$ cat config.mk
export PLATFORM = sky130hd
export DESIGN_NAME = sleep_timer
export DESIGN_NICKNAME = d
export VERILOG_FILES = /design/src/rtl/sleep_timer_pkg.sv /design/src/rtl/st_prescaler.sv /design/src/rtl/st_counter.sv /design/src/rtl/st_flags.sv /design/src/rtl/sleep_timer.sv
export SDC_FILE = /design/constraint.sdc
export NUM_CORES = 1
export LEC_CHECK = 0
export ABC_CLOCK_PERIOD_IN_PS = 3700
export CAP_MARGIN = 20
export CELL_PAD_IN_SITES_DETAIL_PLACEMENT = 1
export CELL_PAD_IN_SITES_GLOBAL_PLACEMENT = 1
export CORE_AREA = 10 10 123 137
export CTS_BUF_LIST = sky130_fd_sc_hd__clkbuf_16
export DETAILED_ROUTE_END_ITERATION = 10
export DIE_AREA = 0 0 133 147
export PLACE_DENSITY_LB_ADDON = 0.15
export SLEW_MARGIN = 20
export SYNTH_ARGS = -nofsm -noshare
export SYNTH_HDL_FRONTEND = slang
export SYNTH_SLANG_ARGS = --single-unit
$ cat constraint.sdc
create_clock -name clk -period 3.7 [get_ports clk]
set_input_delay 0.555 -clock clk [delete_from_list [all_inputs] [get_ports clk]]
set_output_delay 0.555 -clock clk [all_outputs]
set_load 0.05 [all_outputs]
$ cat src/rtl/sleep_timer_pkg.sv
package sleep_timer_pkg;
  typedef enum logic {
    SRC_SLOW = 1'b0,
    SRC_FAST = 1'b1
  } tick_src_e;

  localparam int EVT_PER_CMP = 1;
endpackage

$ cat src/rtl/st_prescaler.sv
module st_prescaler
  import sleep_timer_pkg::*;
#(
  parameter int EXP_W = 4
) (
  input  logic             clk,
  input  logic             rst_n,
  input  logic             tick_slow,
  input  logic             tick_fast,
  input  logic             src_sel,
  input  logic [EXP_W-1:0] pre_exp,
  input  logic             freeze,
  output logic             inc
);
  localparam int PRE_W = (1 << EXP_W) - 1;

  logic             src_q;
  logic [EXP_W-1:0] exp_q;
  logic [PRE_W-1:0] pre_cnt;
  logic [PRE_W:0]   one_hot;
  logic [PRE_W:0]   one_hot_m1;
  logic [PRE_W-1:0] term;
  logic             cfg_chg;
  logic             tick_sel;
  logic             advance;
  logic             at_term;

  always_comb begin
    cfg_chg    = (src_sel != src_q) || (pre_exp != exp_q);
    tick_sel   = (tick_src_e'(src_sel) == SRC_FAST) ? tick_fast : tick_slow;
    one_hot    = (PRE_W+1)'(1) << pre_exp;
    one_hot_m1 = one_hot - (PRE_W+1)'(1);
    term       = one_hot_m1[PRE_W-1:0];
    at_term    = (pre_cnt == term);
    advance    = tick_sel && !freeze && !cfg_chg;
    inc        = advance && at_term;
  end

  always_ff @(posedge clk or negedge rst_n) begin
    if (!rst_n) begin
      src_q   <= 1'b0;
      exp_q   <= '0;
      pre_cnt <= '0;
    end else begin
      src_q <= src_sel;
      exp_q <= pre_exp;
      if (cfg_chg)      pre_cnt <= '0;
      else if (advance) pre_cnt <= at_term ? '0 : pre_cnt + PRE_W'(1);
    end
  end

  assert_restart_R4 : assert property (@(posedge clk) disable iff (!rst_n)
    cfg_chg |=> (pre_cnt == '0));

  assert_pass_all_R3 : assert property (@(posedge clk) disable iff (!rst_n)
    (pre_exp == '0 && advance) |-> inc);

  assert_in_range_R3 : assert property (@(posedge clk) disable iff (!rst_n)
    !cfg_chg |-> (pre_cnt <= term));

  assert_frozen_R9 : assert property (@(posedge clk) disable iff (!rst_n)
    (freeze && !cfg_chg) |=> $stable(pre_cnt));
endmodule

$ cat src/rtl/st_counter.sv
module st_counter #(
  parameter int CNT_W   = 32,
  parameter int NUM_CMP = 2
) (
  input  logic                     clk,
  input  logic                     rst_n,
  input  logic                     inc,
  input  logic [NUM_CMP*CNT_W-1:0] cmp_flat,
  output logic [CNT_W-1:0]         count,
  output logic [NUM_CMP-1:0]       cmp_hit,
  output logic                     wrap_hit
);
  logic [CNT_W-1:0] nxt;

  assign nxt      = count + CNT_W'(1);
  assign wrap_hit = inc && (&count);

  for (genvar i = 0; i < NUM_CMP; i++) begin : g_cmp
    assign cmp_hit[i] = inc && (nxt == cmp_flat[i*CNT_W +: CNT_W]);

    assert_hit_R5 : assert property (@(posedge clk) disable iff (!rst_n)
      cmp_hit[i] |=> (count == $past(cmp_flat[i*CNT_W +: CNT_W])));
  end

  always_ff @(posedge clk or negedge rst_n) begin
    if (!rst_n)   count <= '0;
    else if (inc) count <= nxt;
  end

  assert_step_one_R1 : assert property (@(posedge clk) disable iff (!rst_n)
    (count != $past(count)) |-> (count == $past(count) + CNT_W'(1)));

  assert_hold_R1 : assert property (@(posedge clk) disable iff (!rst_n)
    !inc |=> $stable(count));

  assert_wrap_zero_R6 : assert property (@(posedge clk) disable iff (!rst_n)
    wrap_hit |=> (count == '0));
endmodule

$ cat src/rtl/st_flags.sv
module st_flags #(
  parameter int NUM_EVT = 3
) (
  input  logic               clk,
  input  logic               rst_n,
  input  logic [NUM_EVT-1:0] set_evt,
  input  logic [NUM_EVT-1:0] clr,
  input  logic [NUM_EVT-1:0] irq_en,
  input  logic [NUM_EVT-1:0] wake_en,
  output logic [NUM_EVT-1:0] flags,
  output logic               irq,
  output logic               wake
);
  always_ff @(posedge clk or negedge rst_n) begin
    if (!rst_n) flags <= '0;
    else        flags <= (flags & ~clr) | set_evt;
  end

  assign irq  = |(flags & irq_en);
  assign wake = |(flags & wake_en);

  for (genvar i = 0; i < NUM_EVT; i++) begin : g_chk
    assert_sticky_R7 : assert property (@(posedge clk) disable iff (!rst_n)
      (flags[i] && !clr[i]) |=> flags[i]);
    assert_set_wins_R7 : assert property (@(posedge clk) disable iff (!rst_n)
      set_evt[i] |=> flags[i]);
    assert_clear_R7 : assert property (@(posedge clk) disable iff (!rst_n)
      (clr[i] && !set_evt[i]) |=> !flags[i]);
  end
endmodule

$ cat src/rtl/sleep_timer.sv
module sleep_timer #(
  parameter int CNT_W = 32,
  parameter int EXP_W = 4
) (
  input  logic             clk,
  input  logic             rst_n,
  input  logic             tick_1k,
  input  logic             tick_32k,
  input  logic             src_sel,
  input  logic [EXP_W-1:0] pre_exp,
  input  logic [CNT_W-1:0] cmp0_val,
  input  logic [CNT_W-1:0] cmp1_val,
  input  logic [2:0]       irq_en,
  input  logic [2:0]       wake_en,
  input  logic [2:0]       flag_clr,
  input  logic             dbg_halt,
  input  logic             freeze_en,
  output logic [CNT_W-1:0] count,
  output logic [2:0]       flags,
  output logic             irq,
  output logic             wake
);
  localparam int NUM_CMP = 2;
  localparam int NUM_EVT = NUM_CMP + 1;

  logic                 frozen;
  logic                 inc;
  logic [NUM_CMP-1:0]   cmp_hit;
  logic                 wrap_hit;
  logic [NUM_EVT-1:0]   set_evt;

  assign frozen  = dbg_halt && freeze_en;
  assign set_evt = {wrap_hit, cmp_hit};

  st_prescaler #(.EXP_W(EXP_W)) u_pre (
    .clk       (clk),
    .rst_n     (rst_n),
    .tick_slow (tick_1k),
    .tick_fast (tick_32k),
    .src_sel   (src_sel),
    .pre_exp   (pre_exp),
    .freeze    (frozen),
    .inc       (inc)
  );

  st_counter #(.CNT_W(CNT_W), .NUM_CMP(NUM_CMP)) u_cnt (
    .clk      (clk),
    .rst_n    (rst_n),
    .inc      (inc),
    .cmp_flat ({cmp1_val, cmp0_val}),
    .count    (count),
    .cmp_hit  (cmp_hit),
    .wrap_hit (wrap_hit)
  );

  st_flags #(.NUM_EVT(NUM_EVT)) u_flg (
    .clk     (clk),
    .rst_n   (rst_n),
    .set_evt (set_evt),
    .clr     (flag_clr),
    .irq_en  (irq_en),
    .wake_en (wake_en),
    .flags   (flags),
    .irq     (irq),
    .wake    (wake)
  );

  assert_freeze_R9 : assert property (@(posedge clk) disable iff (!rst_n)
    frozen |=> $stable(count));

  assert_no_irq_idle_R8 : assert property (@(posedge clk) disable iff (!rst_n)
    (flags == '0) |-> (!irq && !wake));
endmodule

==> results of run 1 <==
## cell type report
| cell class | instances | area (um2) |
|---|---|---|
| Fill cell | 1688 | 6930 |
| Multi-Input combinational cell | 524 | 3700 |
| Clock buffer | 5 | 125 |
| Sequential cell | 55 | 1380 |
| Inverter | 20 | 75.1 |
| Timing Repair Buffer | 177 | 1630 |
| Tap cell | 192 | 240 |
| Clock inverter | 3 | 21.3 |
## cells by family after synthesis
family,Yosys count,synth area share [%]
muxes,8,1.60
buffers and inverters,66,5.54
and+or+nand+nor,268,29.2
DFF,55,26.3
xor gates and xnor gates,123,20.8
AOI/OAI and AO/OA,120,15.8
adders and majority gates,3,0.717
## layer usage
metal  up-vias  wire, um  part of all wire, %
li1       2585         -                    -
met3        27      1210                  5.9
met1      2761      8820                   43
met5         -         0                    0
met4         0       388                  1.9
met2       157     10200                   49
## through the flow
stage	instances	area, um2	setup WS [ps]	util, %
6_report	976	7180	69.4	50.9
5_1_grt	976	7180	-52.7	50.9
4_1_cts	974	7090	6.31	50.2
3_5_place_dp	962	6880	-477	48.8
3_3_place_gp	962	6880	-361	48.8
2_1_floorplan	643	5260	-42.1	-
## path summary, 6_finish.rpt
check	start	end	cells past startpoint
min in group clk	u_cnt.count[31]$_DFFE_PN0P_	u_cnt.count[31]$_DFFE_PN0P_	1
worst max-delay path	pre_exp[0]	u_flg.flags[1]$_DFF_PN0_	11
worst max register to register	u_cnt.count[1]$_DFFE_PN0P_	u_flg.flags[0]$_DFF_PN0_	9
worst min-delay path	rst_n	u_pre.exp_q[1]$_DFF_PN0_	1
max in group asynchronous	rst_n	u_cnt.count[4]$_DFFE_PN0P_	2
worst min register to register	u_cnt.count[31]$_DFFE_PN0P_	u_cnt.count[31]$_DFFE_PN0P_	1
## cell usage after synthesis (4+ instances only)
cell type  count
o31ai_1        4
and2_1         6
xnor2_1       72
nand3_1       21
nand4_1       19
a21o_1        13
mux2i_1        5
xor2_1        50
o21ai_0       24
inv_1         20
nor4_1        17
nor3_1        25
o22ai_1       11
or3_1         10
and4_1         7
nor2_1        46
a21oi_1       18
and3_1        17
a211oi_1       4
buf_4          4
clkbuf_1      22
dfrtp_1       55
nor3b_1       13
nand3b_1       6
nand2b_1       9
nor2b_1        9
nand2_1       38
a31oi_1        7
buf_2         16
## what timing repair did
item	in CTS	in global routing
pin swaps	9	7
resized for setup	10	13
setup endpoints to repair	25	27
gates cloned	0	2
buffers inserted	4	0
## state kept, by name (all words and copies together) (netlist names)
register,cells
u_cnt.count,32
u_pre.src_q,1
u_pre.exp_q,4
u_flg.flags,3
u_pre.pre_cnt,15
## power breakdown
| part | internal (mW) | switching, mW |
|---|---|---|
| Sequential | 0.603 | 0.00164 |
| Combinational | 0.160 | 0.128 |
| Clock | 0.255 | 0.256 |
| Total | 1.02 | 0.386 |
## worst reg2reg max path, cell delays in order (launching register included)
cell and delay (ps):
dfrtp_1 490, ha_1 330, nand3_1 380, nor4_2 340, buf_4 200, xnor2_1 70
a2111oi_0 520, nand4_1 280, or4_1 590, o41ai_2 220
==> results.yml, run 1 <==
clock_tree:
  numCtsBuffers: 5
  cts_tree: "built"
  cts_hold_buffers: 0
  clock-root-buffer: "clkbuf_16"
  htreeDepth: 2
  clk_pin_slew_ps: 80
  clk_latency_ps: 310
  clockBufferDepth: 2
  cts_sinks: 55
setup_path:
  critPathLaunchType: "input port"
  cp_top_family: "simple AND/OR/NAND/NOR gates"
  arrival_ps: 3850
  path_cells: "clkdlybuf4s50_1 -> or3_4 -> ha_4 -> or4bb_1 -> a21oi_2 -> o21ai_1 -> a22o_1 -> nor4_4 -> nand3_4 -> or4_4 -> o32ai_4"
  cp_num_buf_inv: 1
  slowest_delay_ps: 510
  worst-path-max-fanout: 5
  cp-end-kind: "register"
  cp_slowest_cell: "or4bb_1"
  path_class: "in -> reg"
  required_ps: 3920
  r2r_slack_ps: 180
logic_synthesis:
  ys_ff_latch: 55
  synthTopCellsByArea: "dfrtp_1, xnor2_1, xor2_1"
  ys_warn_count: 0
  yosysTopAreaCellShare_pct: 26.3
  yosys.area.top_type: "dfrtp_1"
  syn_avg_cell_area_um2: 8.15
  async_flop_share_pct: 100
  synthFlopType: "dfrtp_1"
  synth-seq-area-share_pct: 26.3
  synth-edff-count: 0
  synth_area_um2: 5240
  syn-num-nets: 730
  synth.distinct_cells: 73
  synth_cells: 643
sta:
  finalHoldViolations: 0
  maxSlewViolCount: 0
  finalCritPeriodShare_pct: 98.1
  tns_ps: 0
  skew_ps: 6.50
  slew_headroom_pct: 61.9
  setup_viol: 0
  fmax_ghz: 0.275
  holdWs_ps: 208
  worst_pin_slew_ps: 570
  min_period_ps: 3630
  rsz0062_at_grt: "yes"
global_route:
  grtUsageTotal_pct: 20.4
  met3_usage_pct: 4.26
  overflow: 0
  grtUsageMet1_pct: 25.6
  grt_pass1_wl_um: 32700
  use_met2_pct: 34.5
  busiest_layer: "met2"
  grt_pass1_vias: 5883
  grt_antenna_before_repair: 0
  grt_start_max_net_pins: 36
route:
  vias_per_cell: 5.67
  wl_um: 20600
  antenna_left: 0
  drt_iter0_markers: 329
  drc_errors: 0
  routedWlPerCell_um: 21.1
  first_pass_iters: 4
  via_count: 5530
run_status:
  status: "finished clean"
layout:
  layout-drive-gt1-share_pct: 13.0
  final_cell_mix: "clkdlybuf4s50_1, xnor2_1, buf_4, dfrtp_1, xor2_1"
  fin_nets: 870
  final_common_cell: "clkdlybuf4s50_1"
  area_growth_pct: 37.0
  n_antenna_cell: 0
placed_design:
  hpwl_um: 16000
  gp_congestion: 0.900
  place.port_buffers: 120
power_and_ir_drop:
  total_power_mw: 1.40
  power.density_nw_per_um2: 196
  leakagePower_nw: 2.90
  ir_drop_uv: 163
floorplan:
  die_width_um: 133
  dieArea_um2: 19600
  rows: 46
  coreArea_um2: 14100
  start_util_pct: 37.1
  io_pins: 121
  die_h_um: 147
flow_run:
  max_cap_violations: 0
hold_path:
  hp-class: "in -> async"
No activity file was read; power rests on OpenSTA's default activity.
==> run 2, diff against run 1 <==
- CORE_AREA: 10 10 123 137 -> 10 10 122 135
- CTS_BUF_LIST: sky130_fd_sc_hd__clkbuf_16 -> sky130_fd_sc_hd__clkbuf_8
- CTS_CLUSTER_SIZE: unset -> 28
- DIE_AREA: 0 0 133 147 -> 0 0 132 145
==> results.yml, run 2 (same netlist as run 1, synthesis figures left out) <==
clock_tree:
  htreeDepth: 2
  clock-root-buffer: "clkbuf_8"
  numCtsBuffers: 5
  clk_pin_slew_ps: 120
  clk_latency_ps: 340
  clockBufferDepth: 2
  cts_tree: "built"
  cts_sinks: 55
power_and_ir_drop:
  combinationalPowerShare_pct: 22.1
  p_seq_share_pct: 46.7
  leakagePower_nw: 2.90
  clkPwrFrac_pct: 31.1
  p_int_mw: 0.908
  ir_drop_uv: 175
  power_switching_mw: 0.387
  power.density_nw_per_um2: 183
  p_sw_share_pct: 29.9
floorplan:
  io_pins: 121
  die_h_um: 145
  start_util_pct: 38.3
  rows: 45
  dieArea_um2: 19100
  coreArea_um2: 13700
  die_width_um: 132
route:
  antenna_left: 0
  routedWlPerCell_um: 20.5
  wl_um: 19900
  drt_iter0_markers: 358
  via_count: 5540
  first_pass_iters: 5
  drc_errors: 0
  vias_per_cell: 5.71
sta:
  maxSlewViolCount: 0
  finalCritPeriodShare_pct: 99.0
  setup_viol: 0
  slew_headroom_pct: 52.8
  worst_pin_slew_ps: 701
  min_period_ps: 3660
  tns_ps: 0
  fmax_ghz: 0.273
  skew_ps: 6.98
  finalHoldViolations: 0
setup_path:
  critPathLaunchType: "input port"
  required_ps: 3970
  crit_top_cell: "buf_4"
  r2r-end: "u_flg.flags[0]$_DFF_PN0_"
  r2r_start: "u_cnt.count[1]$_DFFE_PN0P_"
  r2r_cells: 9
  slowest_delay_ps: 360
  path_class: "in -> reg"
  cp-end-kind: "register"
  worst-path-max-fanout: 7
  r2r_slack_ps: 140
  cp_slowest_cell: "or3_4"
  arrival_ps: 3940
  path_cells: "dlygate4sd2_1 -> or2_1 -> or3_4 -> ha_4 -> buf_4 -> or3b_2 -> a21oi_2 -> or3_1 -> a22o_1 -> nor4bb_2 -> nand4_1 -> buf_6 -> nor4_4 -> buf_4 -> xnor2_1"
layout:
  layout-drive-gt1-share_pct: 12.1
  reg_top3: "u_cnt.count (32), u_pre.pre_cnt (15), u_pre.exp_q (4)"
  stdcell_count: 971
  n_fill_cell: 1650
  largest_reg_flops: 32
  final_common_cell: "clkdlybuf4s50_1"
  n_antenna_cell: 0
  largest_register: "u_cnt.count"
  final_cell_mix: "clkdlybuf4s50_1, xnor2_1, buf_4, dfrtp_1, xor2_1"
  fin_nets: 869
  area_growth_pct: 35.2
  finish.instance_area_um2: 7080
placed_design:
  dp.cells: 956
  placed_area_um2: 6840
  hpwl_um: 15500
  gp_congestion: 0.929
  place.port_buffers: 120
hold_path:
  hp-class: "in -> async"
global_route:
  overflow: 0
  grt_pass1_wl_um: 31800
  grtUsageTotal_pct: 19.9
  grt_pass1_vias: 5760
  grt_start_max_net_pins: 32
  grt_antenna_before_repair: 0
flow_run:
  max_cap_violations: 0
run_status:
  status: "finished clean"
-- run 2: how the worst max path moves through the flow --
stage	cells after the start	startpoint	end	slack, ps
6_report	15	pre_exp[2]	u_cnt.count[15]$_DFFE_PN0P_	40
5_1_grt	15	pre_exp[2]	u_cnt.count[15]$_DFFE_PN0P_	-30
4_1_cts	11	pre_exp[3]	u_flg.flags[1]$_DFF_PN0_	20
3_5_place_dp	14	pre_exp[1]	u_cnt.count[15]$_DFFE_PN0P_	-710
3_3_place_gp	14	pre_exp[1]	u_cnt.count[15]$_DFFE_PN0P_	-620
2_1_floorplan	13	pre_exp[1]	u_flg.flags[1]$_DFF_PN0_	-40
-- run 2: power by group through the flow --
| stage | clock (mW) | combinational (mW) | sequential (mW) |
|---|---|---|---|
| final | 0.403 | 0.286 | 0.605 |
| after detailed placement | 0 | 0.277 | 0.617 |
| after global placement | 0 | 0.268 | 0.617 |
| after global routing | 0.432 | 0.310 | 0.606 |
| after CTS | 0.403 | 0.283 | 0.605 |
| after floorplan | 0 | 0.122 | 0.617 |
-- run 2: what timing repair did --
| item | in CTS | in global routing |
|---|---|---|
| setup endpoints to repair | 23 | 21 |
| resized for setup | 11 | 9 |
| pin swaps | 11 | 11 |
| hold endpoints to repair | 0 | 0 |
| hold buffers | 0 | 0 |
| setup buffers | 4 | 3 |
-- run 2: routing by layer --
| layer | up-vias | routed length [um] | share of wire (%) | GRT usage [%] |
|---|---|---|---|---|
| met3 | 22 | 1320 | 6.7 | 4.14 |
| met4 | 0 | 273 | 1.4 | 4.73 |
| met5 | - | 0 | 0 | 0 |
| met1 | 2733 | 8950 | 45 | 26.5 |
| met2 | 194 | 9350 | 47 | 32.1 |
| li1 | 2591 | - | - | - |
-- run 2: area by class of cell --
cell class	instances	area, um2	area share [%]
multi-input combinational	522	3650	51.6
clock inverter	3	31.3	0.442
clock buffer	5	68.8	0.972
inverter	20	75.1	1.06
tap	188	235	3.32
sequential	55	1380	19.4
timing repair buffer	178	1640	23.2
-- run 2: critical path, delay by kind of cell --
family,cells,cell delay (ps)
xor+xnor,1,100
simple gates,7,1970
fa+ha+maj,1,200
compound gates,2,350
buf+inv,4,770
-- run 2: stage by stage --
stage	utilization, %	worst slack [ps]	total power, mW	hold WS, ps
after floorplan	-	-42.1	0.739	259
after global placement	50.0	-625	0.885	542
after detailed placement	50.0	-709	0.894	543
after CTS	51.3	18.4	1.29	226
after global routing	51.8	-31.8	1.35	239
final	51.8	35.8	1.30	196
